$ cat config.mk
export PLATFORM = sky130hd
export DESIGN_NAME = outwin_xlat
export DESIGN_NICKNAME = d
export VERILOG_FILES = /design/src/rtl/outwin_pkg.sv /design/src/rtl/outwin_regs.sv /design/src/rtl/outwin_mem_match.sv /design/src/rtl/outwin_io_match.sv /design/src/rtl/outwin_pick.sv /design/src/rtl/outwin_xlat.sv
export SDC_FILE = /design/constraint.sdc
export NUM_CORES = 1
export LEC_CHECK = 0
export CORE_UTILIZATION = 40
export CTS_CLUSTER_SIZE = 14
export DETAILED_ROUTE_END_ITERATION = 10
export PLACE_DENSITY_LB_ADDON = 0.25
export SKIP_CTS_REPAIR_TIMING = 1
export SLEW_MARGIN = 20
export SYNTH_ARGS = -nofsm -noshare
export SYNTH_HDL_FRONTEND = slang
export SYNTH_SLANG_ARGS = --single-unit
$ cat constraint.sdc
create_clock -name clk -period 5.8 [get_ports clk]
set_input_delay 1.74 -clock clk [delete_from_list [all_inputs] [get_ports clk]]
set_output_delay 1.74 -clock clk [all_outputs]
set_load 0.1 [all_outputs]
$ cat src/rtl/outwin_pkg.sv
package outwin_pkg;

    localparam int ADDR_W        = 32;
    localparam int MIN_SHIFT     = 20;
    localparam int MAX_SIZE_CODE = 11;
    localparam int IO_SHIFT      = 24;
    localparam int HI_W          = ADDR_W - MIN_SHIFT;
    localparam int IO_HI_W       = ADDR_W - IO_SHIFT;

    typedef logic [2:0] cyc_t;
    localparam cyc_t CYC_IACK = 3'b000;
    localparam cyc_t CYC_IO   = 3'b001;
    localparam cyc_t CYC_MEM  = 3'b011;
    localparam cyc_t CYC_CFG  = 3'b101;
    localparam cyc_t CYC_MEMM = 3'b110;

    typedef struct packed {
        logic [HI_W-1:0] base;
        logic [3:0]      size;
        logic            pf;
        logic            en;
        logic [HI_W-1:0] map;
        cyc_t            cyc;
        logic            adlow;
    } mem_win_t;

    typedef struct packed {
        logic [IO_HI_W-1:0] base;
        logic               en;
        logic [IO_HI_W-1:0] map;
    } io_win_t;

    typedef struct packed {
        logic              hit;
        logic [ADDR_W-1:0] addr;
        cyc_t              cyc;
        logic              pf;
    } xlat_t;

    // Mask keeping only the address bits above the window span.
    function automatic logic [ADDR_W-1:0] span_mask(input logic [3:0] code);
        logic [3:0] n;
        n = (code > 4'(MAX_SIZE_CODE)) ? 4'(MAX_SIZE_CODE) : code;
        return ~((ADDR_W'(1) << (MIN_SHIFT + int'(n))) - ADDR_W'(1));
    endfunction

endpackage

$ cat src/rtl/outwin_regs.sv
module outwin_regs
    import outwin_pkg::*;
#(
    parameter int N_MEM_WIN = 2,
    localparam int SEL_W = $clog2(2 * N_MEM_WIN + 2)
) (
    input  logic              clk,
    input  logic              rst,
    input  logic              we,
    input  logic [SEL_W-1:0]  sel,
    input  logic [ADDR_W-1:0] wdata,
    output mem_win_t          win_q [N_MEM_WIN],
    output io_win_t           io_q
);
    localparam logic [SEL_W-1:0] SEL_IO_BASE = SEL_W'(2 * N_MEM_WIN);
    localparam logic [SEL_W-1:0] SEL_IO_MAP  = SEL_W'(2 * N_MEM_WIN + 1);

    logic cfg_unused;
    assign cfg_unused = ^wdata[MIN_SHIFT-1:16];

    for (genvar w = 0; w < N_MEM_WIN; w++) begin : g_mem
        localparam logic [SEL_W-1:0] SEL_BASE = SEL_W'(2 * w);
        localparam logic [SEL_W-1:0] SEL_MAP  = SEL_W'(2 * w + 1);
        always_ff @(posedge clk) begin
            if (rst) begin
                win_q[w] <= '0;
            end else if (we && sel == SEL_BASE) begin
                win_q[w].base <= wdata[ADDR_W-1:MIN_SHIFT];
                win_q[w].size <= wdata[7:4];
                win_q[w].pf   <= wdata[3];
                win_q[w].en   <= wdata[0];
            end else if (we && sel == SEL_MAP) begin
                win_q[w].map   <= wdata[15:4];
                win_q[w].cyc   <= wdata[3:1];
                win_q[w].adlow <= wdata[0];
            end
        end
    end

    always_ff @(posedge clk) begin
        if (rst) begin
            io_q <= '0;
        end else if (we && sel == SEL_IO_BASE) begin
            io_q.base <= wdata[15:8];
            io_q.en   <= wdata[0];
        end else if (we && sel == SEL_IO_MAP) begin
            io_q.map <= wdata[15:8];
        end
    end

endmodule

$ cat src/rtl/outwin_mem_match.sv
module outwin_mem_match
    import outwin_pkg::*;
(
    input  mem_win_t          cfg,
    input  logic [ADDR_W-1:0] addr,
    output xlat_t             res
);
    logic [ADDR_W-1:0] mask;
    logic [ADDR_W-1:0] base_full;
    logic [ADDR_W-1:0] map_full;
    logic [ADDR_W-1:0] pci;

    always_comb begin
        mask      = span_mask(cfg.size);
        base_full = {cfg.base, {MIN_SHIFT{1'b0}}};
        map_full  = {cfg.map, {MIN_SHIFT{1'b0}}};
        pci       = (map_full & mask) | (addr & ~mask);
        if (!cfg.adlow) pci[1:0] = 2'b00;
        res.hit  = cfg.en && ((addr & mask) == (base_full & mask));
        res.addr = pci;
        res.cyc  = cfg.cyc;
        res.pf   = cfg.pf;
    end

endmodule

$ cat src/rtl/outwin_io_match.sv
module outwin_io_match
    import outwin_pkg::*;
(
    input  io_win_t           cfg,
    input  logic [ADDR_W-1:0] addr,
    output xlat_t             res
);
    always_comb begin
        res.hit  = cfg.en && (addr[ADDR_W-1:IO_SHIFT] == cfg.base);
        res.addr = {cfg.map, addr[IO_SHIFT-1:0]};
        res.cyc  = CYC_IO;
        res.pf   = 1'b0;
    end

endmodule

$ cat src/rtl/outwin_pick.sv
module outwin_pick
    import outwin_pkg::*;
#(
    parameter int N_CAND = 3
) (
    input  logic  clk,
    input  logic  rst,
    input  logic  valid,
    input  xlat_t cand [N_CAND],
    output logic  valid_q,
    output xlat_t res_q
);
    xlat_t win;

    // Scan from the top so the lowest-numbered hit is written last.
    always_comb begin
        win = '0;
        for (int i = N_CAND - 1; i >= 0; i--) begin
            if (cand[i].hit) win = cand[i];
        end
        if (!valid) win = '0;
    end

    always_ff @(posedge clk) begin
        if (rst) begin
            res_q   <= '0;
            valid_q <= 1'b0;
        end else begin
            res_q   <= win;
            valid_q <= valid;
        end
    end

endmodule

$ cat src/rtl/outwin_xlat.sv
module outwin_xlat
    import outwin_pkg::*;
#(
    parameter int N_MEM_WIN = 2,
    localparam int SEL_W  = $clog2(2 * N_MEM_WIN + 2),
    localparam int N_CAND = N_MEM_WIN + 1
) (
    input  logic              clk,
    input  logic              rst,
    input  logic              cfg_we,
    input  logic [SEL_W-1:0]  cfg_sel,
    input  logic [ADDR_W-1:0] cfg_wdata,
    input  logic              req_valid,
    input  logic [ADDR_W-1:0] req_addr,
    output logic              rsp_valid,
    output logic              rsp_hit,
    output logic [ADDR_W-1:0] rsp_addr,
    output logic [2:0]        rsp_cyc,
    output logic              rsp_prefetch
);
    mem_win_t win_q [N_MEM_WIN];
    io_win_t  io_q;
    xlat_t    cand  [N_CAND];
    xlat_t    res_q;

    outwin_regs #(.N_MEM_WIN(N_MEM_WIN)) u_regs (
        .clk   (clk),
        .rst   (rst),
        .we    (cfg_we),
        .sel   (cfg_sel),
        .wdata (cfg_wdata),
        .win_q (win_q),
        .io_q  (io_q)
    );

    for (genvar w = 0; w < N_MEM_WIN; w++) begin : g_match
        outwin_mem_match u_mem (
            .cfg  (win_q[w]),
            .addr (req_addr),
            .res  (cand[w])
        );
    end

    outwin_io_match u_io (
        .cfg  (io_q),
        .addr (req_addr),
        .res  (cand[N_MEM_WIN])
    );

    outwin_pick #(.N_CAND(N_CAND)) u_pick (
        .clk     (clk),
        .rst     (rst),
        .valid   (req_valid),
        .cand    (cand),
        .valid_q (rsp_valid),
        .res_q   (res_q)
    );

    assign rsp_hit      = res_q.hit;
    assign rsp_addr     = res_q.addr;
    assign rsp_cyc      = res_q.cyc;
    assign rsp_prefetch = res_q.pf;

endmodule

==> metrics <==
FF+latch count, synth=123; Critical Path AT=~4.2 ns; Syn Std Cell Area=0.00545 mm2; largest family of logic cells by synthesized area=compound AO/OA/AOI/OAI gates; boundary pin count=between 100 and 150; DP Area=approximately 0.0066 mm2; largest net degree at the start of global routing=86; Fin Clk Skew=around 0.008 ns; clock sinks=123; Hold Path Stages=2; DRT Pass-1 Iters=5; count of buffers from port buffering=roughly 100; R2R depth=6; global route overflow=0; Max stage delay on crit path=roughly 0.8 ns; Async S/R FF share, synth=0; initial antenna violation count=0; n_diodes=0; crit-path cells=clkdlybuf4s50_1, xnor2_1, nand4_1, nor3_2, a22oi_2, a221oi_1; max-cap violation count=0; RSZ-0062 raised after global routing=false; worst min-delay path category=reg -> reg; Worst Setup End Kind=flip-flop; Die Y=between 100 and 150 um; antenna-violating nets left=0; mux contribution to synthesized area=0.0386; Fmax achieved=260 MHz; Initial DRC Count=around 390; Cell Count Post-Placement=~920; ratio of final minimum period to clock period=0.662; Via density=~5.3; non-filler cells, final=~960; Post-Synth Adder-Cell Area=0.00459; Clock Latency Late Sink=approximately 0.42 ns; die area=0.0141 mm2; Synth Area in XOR/XNOR=0.0514; via count=between 5,000 and 6,000; global-route wire length before repair=25,500 um; post-DP HPWL=approximately 11,000 um; number of global-route vias before repair=about 5,000; Worst Hold Slack=0.453 ns; H-tree levels=4; Chip Width=~120 um; status=complete, no violations; Tmin final=3.84 ns; core area=around 0.013 mm2; Synth Area in Compound Gates=0.202; Post-Synthesis Cells=about 670; clock buffer count from CTS=17; Post-Route Utilization=0.542; synth unique cells=50; Routability Congestion=about 0.86; Rel. slew slack=0.331; Synth Flop Type=dfxtp_1; design area=approximately 0.007 mm2; Max FO, Critical Path=13; Least-Margin Pin Slew=1.00 ns; worst endpoint required time=just over 6 ns; wire per inst=approximately 17 um; area grow syn2layout=31.7%; Final Slew Violations=0; Yosys top cell by area=dfxtp_1; # setup viols final=0; DRC=0; Reg clk slew, reported paths=~0.050 ns; Root Driver=clkbuf_16; Leak=2.61 nW; Post-Syn Area per Cell=8.10 um2; Nets=840; slowest CP cell=nor3_2; Total Wirelength=between 15,000 and 20,000 um; # rows=between 40 and 50; Worst IR Drop VDD=~0.16 mV; CTS Buffer Depth=2; Total Routing Usage GR=0.234; Power per Cell Area=around 290 mW/mm2; number of synthesized flops with an enable pin=0; simple-gate share of the synthesized area=0.199; Sum Neg Setup Slack=0 ns; Critical Path Start Type=primary input; share of cells above drive strength 1=0.0732; Initial Util=0.412; register area share after synthesis=0.452; Synth area leaders=dfxtp_1, nand2_1, a21oi_1, mux2i_1, xnor2_1; CTS tree=built; Hold Violations, Final=0; YS warnings=0; WS Path Type=in -> reg; fillers=roughly 1,300; share of the synthesized area in the top cell type=0.452
==> placed cells by master, fill, tap and decap left out, drive strengths merged, types with 3 or more instances in the layout <==
| cell | count |
|---|---|
| a211o | 3 |
| a211oi | 17 |
| a21oi | 101 |
| a31oi | 13 |
| and2 | 3 |
| and3 | 11 |
| buf | 10 |
| clkbuf | 24 |
| clkdlybuf4s50 | 103 |
| clkinv | 4 |
| conb | 4 |
| dfxtp | 123 |
| inv | 22 |
| mux2i | 21 |
| nand2 | 191 |
| nand2b | 4 |
| nand3 | 7 |
| nor2 | 22 |
| nor2b | 4 |
| nor3 | 6 |
| o21ai | 7 |
| o31a | 11 |
| o31ai | 4 |
| or2 | 5 |
| xnor2 | 18 |
| xor2 | 14 |
==> worst paths after layout <==
path | start | to | slack, ns
setup reg to reg | u_regs.win_q[21] | u_pick.res_q[5] | 3.13
setup / recovery | req_addr[24] | u_pick.res_q[5] | 1.96
hold / removal | u_regs.win_q[36] | u_regs.win_q[36] | 0.45
hold reg to reg | u_regs.win_q[36] | u_regs.win_q[36] | 0.45
==> cells by family after synthesis <==
kind of cell    Yosys count
mux                      21
simple gates            258
xor+xnor                 32
fa+ha+maj                 2
flops                   123
other cells               1
compound gates          172
buf+inv                  64
==> final cells by class <==
class	instances	area [um2]	area share
inverter	23	86.3	0.0120
tap	176	220	0.0307
sequential	123	2460	0.343
timing repair buffer	113	1100	0.154
clock inverter	7	90.1	0.0125
multi-input combinational	489	2740	0.381
clock buffer	24	482	0.0671
==> critical path: cells and delay by family <==
kind / cells / cell delay (ns)
simple gates: 2 / 1.00
buf+inv: 1 / 0.69
compound gates: 2 / 0.55
xor+xnor: 1 / 0.17
==> per-stage QoR <==
| stage | power (mW) | setup WS (ns) |
|---|---|---|
| 2_1_floorplan | 0.962 | 2.46 |
| 3_3_place_gp | 1.04 | 1.58 |
| 3_5_place_dp | 1.05 | 1.57 |
| 4_1_cts | 2.06 | 1.99 |
| 5_1_grt | 2.12 | 1.84 |
| 6_report | 2.05 | 1.96 |
==> where the power goes <==
group | total, mW | internal, mW | switching (mW)
Sequential | 0.869 | 0.859 | 0.0102
Clock | 1.02 | 0.661 | 0.362
Combinational | 0.162 | 0.0730 | 0.0891
==> Yosys cell counts, types with 2 or more instances <==
cell type / n
nand2_1: 191
dfxtp_1: 123
a21oi_1: 101
clkbuf_1: 27
inv_1: 22
mux2i_1: 21
nor2_1: 21
xnor2_1: 18
xor2_1: 14
a31oi_1: 13
and3_1: 11
o31a_1: 11
a211oi_2: 9
a211oi_1: 8
nand3_1: 7
buf_4: 6
nor3_1: 6
buf_2: 5
nand2b_1: 4
nor2b_1: 4
o21ai_0: 4
o31ai_1: 4
or2_0: 4
a211o_1: 3
and2_1: 3
o21ai_1: 3
a21o_1: 2
a221oi_1: 2
buf_6: 2
ha_1: 2
o2111ai_1: 2
o21a_1: 2
==> layer usage <==
metal	vias up	global-route usage	part of all wire
li1	2466	-	-
met1	2415	0.290	0.44
met2	190	0.387	0.48
met3	26	0.0584	0.063
met4	0	0.0918	0.021
met5	-	0	0
==> flip-flops by register name, indices dropped and copies added, names as in the netlist <==
signal and cells:
u_pick.valid_q 1, u_regs.win_q 68, u_pick.res_q 37, u_regs.io_q 17
(Power assumes the default switching activity.)
